File: src/rtl/wpg_pkg.sv
package wpg_pkg;
  localparam int NIB_W    = 4;
  localparam int PAT_LEN  = 20;
  localparam int NPART    = 1 << NIB_W;
  localparam int DATA_CYC = NPART / NIB_W;

  typedef logic [NIB_W-1:0] nib_t;

  // Secret unlock series; index 0 is the first read.
  function automatic nib_t unlock_nib(input int idx);
    case (idx)
      0:  return 4'hF;
      1:  return 4'hE;
      2:  return 4'h7;
      3:  return 4'h7;
      4:  return 4'h3;
      5:  return 4'h9;
      6:  return 4'hC;
      7:  return 4'hE;
      8:  return 4'h7;
      9:  return 4'h3;
      10: return 4'h9;
      11: return 4'h4;
      12: return 4'h2;
      13: return 4'h4;
      14: return 4'hA;
      15: return 4'h6;
      16: return 4'h9;
      17: return 4'h1;
      18: return 4'h0;
      19: return 4'h5;
      default: return 4'h0;
    endcase
  endfunction
endpackage

File: src/rtl/wpg_seq_match.sv
module wpg_seq_match #(
  parameter int NIB_W    = wpg_pkg::NIB_W,
  parameter int PAT_LEN  = wpg_pkg::PAT_LEN,
  parameter int DATA_CYC = wpg_pkg::DATA_CYC
) (
  input  logic                clk,
  input  logic                rst,
  input  logic                rd_stb,
  input  logic                host_we_n,
  input  logic [NIB_W-1:0]    nib,
  output logic                data_vld,
  output logic [$clog2(DATA_CYC > 1 ? DATA_CYC : 2)-1:0] data_idx,
  output logic                commit
);
  localparam int SEQ_LEN = PAT_LEN + DATA_CYC;
  localparam int STEP_W  = $clog2(SEQ_LEN + 1);
  localparam int IDX_W   = $clog2(DATA_CYC > 1 ? DATA_CYC : 2);

  logic [STEP_W-1:0] step, step_nx;
  logic              adv, in_data, hit, hit_first;
  logic [NIB_W-1:0]  want;

  always_comb begin
    want      = wpg_pkg::unlock_nib(int'(step));
    adv       = rd_stb && host_we_n;
    in_data   = step >= STEP_W'(PAT_LEN);
    hit       = (nib == want);
    hit_first = (nib == wpg_pkg::unlock_nib(0));
    data_vld  = adv && in_data;
    data_idx  = IDX_W'(step - STEP_W'(PAT_LEN));
    commit    = data_vld && (step == STEP_W'(SEQ_LEN - 1));
  end

  always_comb begin
    step_nx = step;
    if (!host_we_n)       step_nx = '0;
    else if (adv) begin
      if (in_data)        step_nx = commit ? '0 : step + 1'b1;
      else if (hit)       step_nx = step + 1'b1;
      else if (hit_first) step_nx = STEP_W'(1);
      else                step_nx = '0;
    end
  end

  always_ff @(posedge clk) begin
    if (rst) step <= '0;
    else     step <= step_nx;
  end

  a_r8_write_clears: assert property (@(posedge clk) disable iff (rst)
    !host_we_n |=> step == '0);
  a_r10_idle_holds: assert property (@(posedge clk) disable iff (rst)
    (host_we_n && !rd_stb) |=> $stable(step));
  a_r7_restart_on_first: assert property (@(posedge clk) disable iff (rst)
    (adv && !in_data && !hit && hit_first) |=> step == STEP_W'(1));
  a_r3_step_bound: assert property (@(posedge clk) disable iff (rst)
    step < STEP_W'(SEQ_LEN));
  a_r1_reset_idle: assert property (@(posedge clk)
    rst |=> step == '0);
endmodule

File: src/rtl/wpg_prot_store.sv
module wpg_prot_store #(
  parameter int NIB_W    = wpg_pkg::NIB_W,
  parameter int DATA_CYC = wpg_pkg::DATA_CYC
) (
  input  logic                       clk,
  input  logic                       rst,
  input  logic                       data_vld,
  input  logic [$clog2(DATA_CYC > 1 ? DATA_CYC : 2)-1:0] data_idx,
  input  logic                       commit,
  input  logic [NIB_W-1:0]           nib,
  output logic [NIB_W*DATA_CYC-1:0]  prot
);
  localparam int NPART = NIB_W * DATA_CYC;
  localparam int IDX_W = $clog2(DATA_CYC > 1 ? DATA_CYC : 2);

  logic [NIB_W-1:0] shadow [DATA_CYC];
  logic [NPART-1:0] prot_nx;

  // Staging slots for all but the final data read; no reset (undefined at power-up).
  for (genvar k = 0; k < DATA_CYC; k++) begin : g_slot
    if (k < DATA_CYC - 1) begin : g_stage
      always_ff @(posedge clk) begin
        if (data_vld && data_idx == IDX_W'(k)) shadow[k] <= nib;
      end
      assign prot_nx[k*NIB_W +: NIB_W] = shadow[k];
    end else begin : g_last
      always_comb shadow[k] = nib;
      assign prot_nx[k*NIB_W +: NIB_W] = nib;
    end
  end

  always_ff @(posedge clk) begin
    if (commit) prot <= prot_nx;
  end

  a_r9_mask_held: assert property (@(posedge clk) disable iff (rst)
    !commit |=> $stable(prot));
  a_r4_last_nibble: assert property (@(posedge clk) disable iff (rst)
    commit |=> prot[NPART-1 -: NIB_W] == $past(nib));
endmodule

File: src/rtl/wpg_we_gate.sv
module wpg_we_gate #(
  parameter int NIB_W = wpg_pkg::NIB_W
) (
  input  logic                   clk,
  input  logic                   rst,
  input  logic                   host_we_n,
  input  logic [NIB_W-1:0]       nib,
  input  logic [(1<<NIB_W)-1:0]  prot,
  output logic                   ram_we_n
);
  logic blocked;
  assign blocked = prot[nib];

  always_ff @(posedge clk) begin
    if (rst) ram_we_n <= 1'b1;
    else     ram_we_n <= host_we_n | blocked;
  end

  a_r2_idle_high: assert property (@(posedge clk) disable iff (rst)
    host_we_n |=> ram_we_n);
  a_r5_blocked: assert property (@(posedge clk) disable iff (rst)
    (!host_we_n && blocked) |=> ram_we_n);
  a_r5_passed: assert property (@(posedge clk) disable iff (rst)
    (!host_we_n && !blocked) |=> !ram_we_n);
  a_r1_reset_high: assert property (@(posedge clk)
    rst |=> ram_we_n);
endmodule

File: src/rtl/wprot_gate.sv
module wprot_gate #(
  parameter int NIB_W   = wpg_pkg::NIB_W,
  parameter int PAT_LEN = wpg_pkg::PAT_LEN
) (
  input  logic             clk,
  input  logic             rst,
  input  logic             rd_stb,
  input  logic [NIB_W-1:0] nib,
  input  logic             host_we_n,
  output logic             ram_we_n
);
  localparam int NPART    = 1 << NIB_W;
  localparam int DATA_CYC = NPART / NIB_W;
  localparam int IDX_W    = $clog2(DATA_CYC > 1 ? DATA_CYC : 2);

  logic             data_vld, commit;
  logic [IDX_W-1:0] data_idx;
  logic [NPART-1:0] prot;

  wpg_seq_match #(.NIB_W(NIB_W), .PAT_LEN(PAT_LEN), .DATA_CYC(DATA_CYC)) u_match (
    .clk(clk), .rst(rst), .rd_stb(rd_stb), .host_we_n(host_we_n), .nib(nib),
    .data_vld(data_vld), .data_idx(data_idx), .commit(commit)
  );

  wpg_prot_store #(.NIB_W(NIB_W), .DATA_CYC(DATA_CYC)) u_store (
    .clk(clk), .rst(rst), .data_vld(data_vld), .data_idx(data_idx),
    .commit(commit), .nib(nib), .prot(prot)
  );

  wpg_we_gate #(.NIB_W(NIB_W)) u_gate (
    .clk(clk), .rst(rst), .host_we_n(host_we_n), .nib(nib),
    .prot(prot), .ram_we_n(ram_we_n)
  );
endmodule

File: config.mk
export PLATFORM = sky130hd
export DESIGN_NAME = wprot_gate
export DESIGN_NICKNAME = d
export VERILOG_FILES = /design/src/rtl/wpg_pkg.sv /design/src/rtl/wpg_seq_match.sv /design/src/rtl/wpg_prot_store.sv /design/src/rtl/wpg_we_gate.sv /design/src/rtl/wprot_gate.sv
export SDC_FILE = /design/constraint.sdc
export NUM_CORES = 1
export LEC_CHECK = 0
export CELL_PAD_IN_SITES_DETAIL_PLACEMENT = 0
export CELL_PAD_IN_SITES_GLOBAL_PLACEMENT = 2
export CORE_UTILIZATION = 35
export DETAILED_ROUTE_END_ITERATION = 8
export GPL_ROUTABILITY_DRIVEN = 0
export MAX_ROUTING_LAYER = met4
export PLACE_DENSITY = 0.74
export SYNTH_ARGS = -nofsm -noshare
export SYNTH_HDL_FRONTEND = slang
export SYNTH_HIERARCHICAL = 1
export SYNTH_SLANG_ARGS = --single-unit
File: constraint.sdc
create_clock -name clk -period 4.4 [get_ports clk]
set_input_delay 0.88 -clock clk [delete_from_list [all_inputs] [get_ports clk]]
set_output_delay 0.88 -clock clk [all_outputs]
set_load 0.05 [all_outputs]
==> impl_metrics.yaml <==
synth:
  yosysTopAreaCell: "edfxtp_1"
  synth_flop_cell: "edfxtp_1"
  synthArstFlopShare_pct: 0
  ys_ff_latch: 38
  yosysTopAreaCellShare_pct: 46.5
  syn_nets: 157
  avgSynthCellArea_sq_um: 12.5
  yosys_warnings: 6
  synth_area_leaders: "edfxtp_1, dfxtp_1, ha_1"
  ys_types: 46
  synthesis.area_sq_mm: 0.00181
  synth_edf_count: 28
  ys_seq_area_share_pct: 57.6
  synthCells: 144
setup_path:
  rr_startpoint: "u_match/want[0]"
  start_kind: "primary input"
  crit_fanout: 10
  cpMaxStageDelayCell: "clkdlybuf4s50_1"
  path_class: "in -> reg"
  required_ns: 4.56
  cpPeakStageDelay_ns: 0.61
  path_buf_inv: 1
  cpLargestDelayFamily: "compound AO/OA/AOI/OAI gates"
  cpMostUsedCell: "a21oi_1"
  arrival_ns: 3.64
  crit_chain: "clkdlybuf4s50_1, xor2_1, o41a_1, o32ai_2, o21ai_2, ha_1, a21oi_1, nor4_1, a21oi_1"
  startpoint: "nib[0]"
  worst_setup_path_end_kind: "flop"
timing:
  period_share_pct: 79.0
  fin_ws_ns: 0.924
  slew_headroom_pct: 61.5
  setup_viol: 0
  tightest_slew_ns: 0.570
  rsz0062_at_grt: "false"
  fmax_mhz: 288
  drv_slew: 0
  setup-tns-final_ns: 0
  hold_violations: 0
  clock_skew_ns: 0.00611
  final.min_clock_period_ns: 3.48
run_status:
  status: "finished clean"
power_and_ir_drop:
  p_leak_nw: 0.740
  power.density_mw_per_mm2: 365
  ir_drop_uv: 128
placement:
  port_buffers: 8
  hpwlAfterDp_mm: 2.55
  dp_slack_ns: 0.629
grt:
  antenna_found_initial: 0
  grt_overflow: 0
  track_usage_pct: 14.9
  grt_pass1_wl_mm: 5.63
  grt_pass1_vias: 1100
  grt_start_max_net_pins: 17
cts:
  cts.repair.resized: 0
  htreeDepth: 2
  clock_sinks: 38
  cts.clk_slew.worst_paths_ns: 0.07
  clock_path_buffers: 2
  clock-root-buffer: "clkbuf_8"
  clock_latency_ns: 0.29
  hold_buffers: 0
  numCtsBuffers: 5
  post_cts_buffers: 0
  cts_tree: "done"
run:
  maxCapViolations: 0
route:
  routedWlPerCell_um: 15.8
  drt_iter0_markers: 130
  antenna_left: 0
  drt-vias-per-instance: 5.21
  dr.pass1.iters: 4
  via_count: 1172
  drc: 0
  wl_mm: 3.55
hold_path:
  hp-class: "reg -> reg"
  min-delay-start: "u_store/prot_nx[10]"
die:
  rows: 25
  core_sq_mm: 0.00485
  die_area_sq_mm: 0.00545
  ios: 9
  die_h_um: 73.8
  dieWidth_um: 73.8
  start_util_pct: 37.3
layout:
  areaGrowthSynthToFinish_pct: 16.4
  drive_above_1_share_pct: 13.9
  layout.nets: 170
  antenna_cells: 0
metal layers:
layer,track usage [%],up-vias,part of all wire (%),wire length [um]
met4,7.05,0,2.3,80
met3,3.84,6,3.4,120
met1,19.9,571,50,1780
met5,-,-,0,0
met2,20.9,23,44,1570
li1,-,572,-,-
cells by family (layout without fill, tap and decap cells):
logic type	Yosys count	after routing	synth area share, %
flip-flops	38	38	57.6
adder cells (fa/ha/maj)	5	5	3.46
XOR/XNOR	7	7	3.39
multiplexers	7	7	5.26
AO/OA/AOI/OAI	27	27	12.3
buffers and inverters	14	28	3.81
AND/OR/NAND/NOR	46	46	14.2
final timing paths:
kind,cells after the start,endpoint,slack (ns)
min reg2reg,0,u_store/prot[10],0.42
max,9,u_match/want[2],0.92
min,0,u_store/prot[10],0.42
max reg2reg,8,u_match/want[2],1.93
registers in the layout (all words and copies together) (netlist names):
signal	cells
u_store/prot	16
u_gate/ram_we_n	1
u_store/prot_nx	12
u_match/step	5
u_match/want	4
cells in the mapped netlist (2+ instances only):
library cell  instances
a21oi_1               5
and3b_1               2
buf_4                 2
clkbuf_1              3
dfxtp_1              10
edfxtp_1             28
ha_1                  5
inv_1                 7
mux2i_1               5
mux4_2                2
nand2_1              11
nand3_1               7
nand4_1               3
nor2_1                7
nor4_1                5
o211ai_1              2
o21ai_0               3
o21ai_2               2
o22ai_1               2
xor2_1                7
stage by stage:
stage               hold WS (ns)  instances  util [%]  power (mW)  area (sq um)
floorplan                  0.400        144         -       0.408          1810
CTS                        0.417        225      43.4       0.777          2100
detailed placement         0.405        217      40.5       0.427          1970
global route               0.421        225      43.4       0.791          2100
finish                     0.418        225      43.4       0.768          2100
global placement           0.401        217      40.5       0.426          1970
placed cells by master (no fill, tap or decap), drive strengths merged, types with 2 or more instances in the layout:
| master | n |
|---|---|
| buf | 5 |
| a211oi | 2 |
| clkdlybuf4s50 | 8 |
| and3b | 2 |
| a21oi | 5 |
| inv | 7 |
| ha | 5 |
| bufinv | 2 |
| o21ai | 5 |
| nand3 | 7 |
| clkbuf | 5 |
| xor2 | 7 |
| o211ai | 2 |
| mux2i | 5 |
| o32ai | 2 |
| dfxtp | 10 |
| nand2 | 11 |
| nand4 | 3 |
| o22ai | 2 |
| edfxtp | 28 |
| nor2 | 7 |
| nor4 | 5 |
| mux4 | 2 |
power by group:
part	switching, mW	leakage (nW)	internal [mW]
clock	0.123	0.0683	0.227
combinational	0.0208	0.339	0.0154
sequential	0.000367	0.332	0.382
area by class of cell:
class | count | area (sq um)
clock buffer | 5 | 68.8
multi-input combinational | 92 | 697
clock inverter | 3 | 68.8
fill | 437 | 2750
tap | 67 | 83.8
sequential | 38 | 1040
inverter | 7 | 26.3
timing repair buffer | 13 | 118
worst reg2reg max path, stage by stage, from the launching register on:
cell and delay, ns:
dfxtp_1 0.31, xor2_1 0.17, o41a_1 0.56, o32ai_2 0.38, o21ai_2 0.16, ha_1 0.34, a21oi_1 0.07, nor4_1 0.28
a21oi_1 0.07
(Power assumes the default switching activity.)
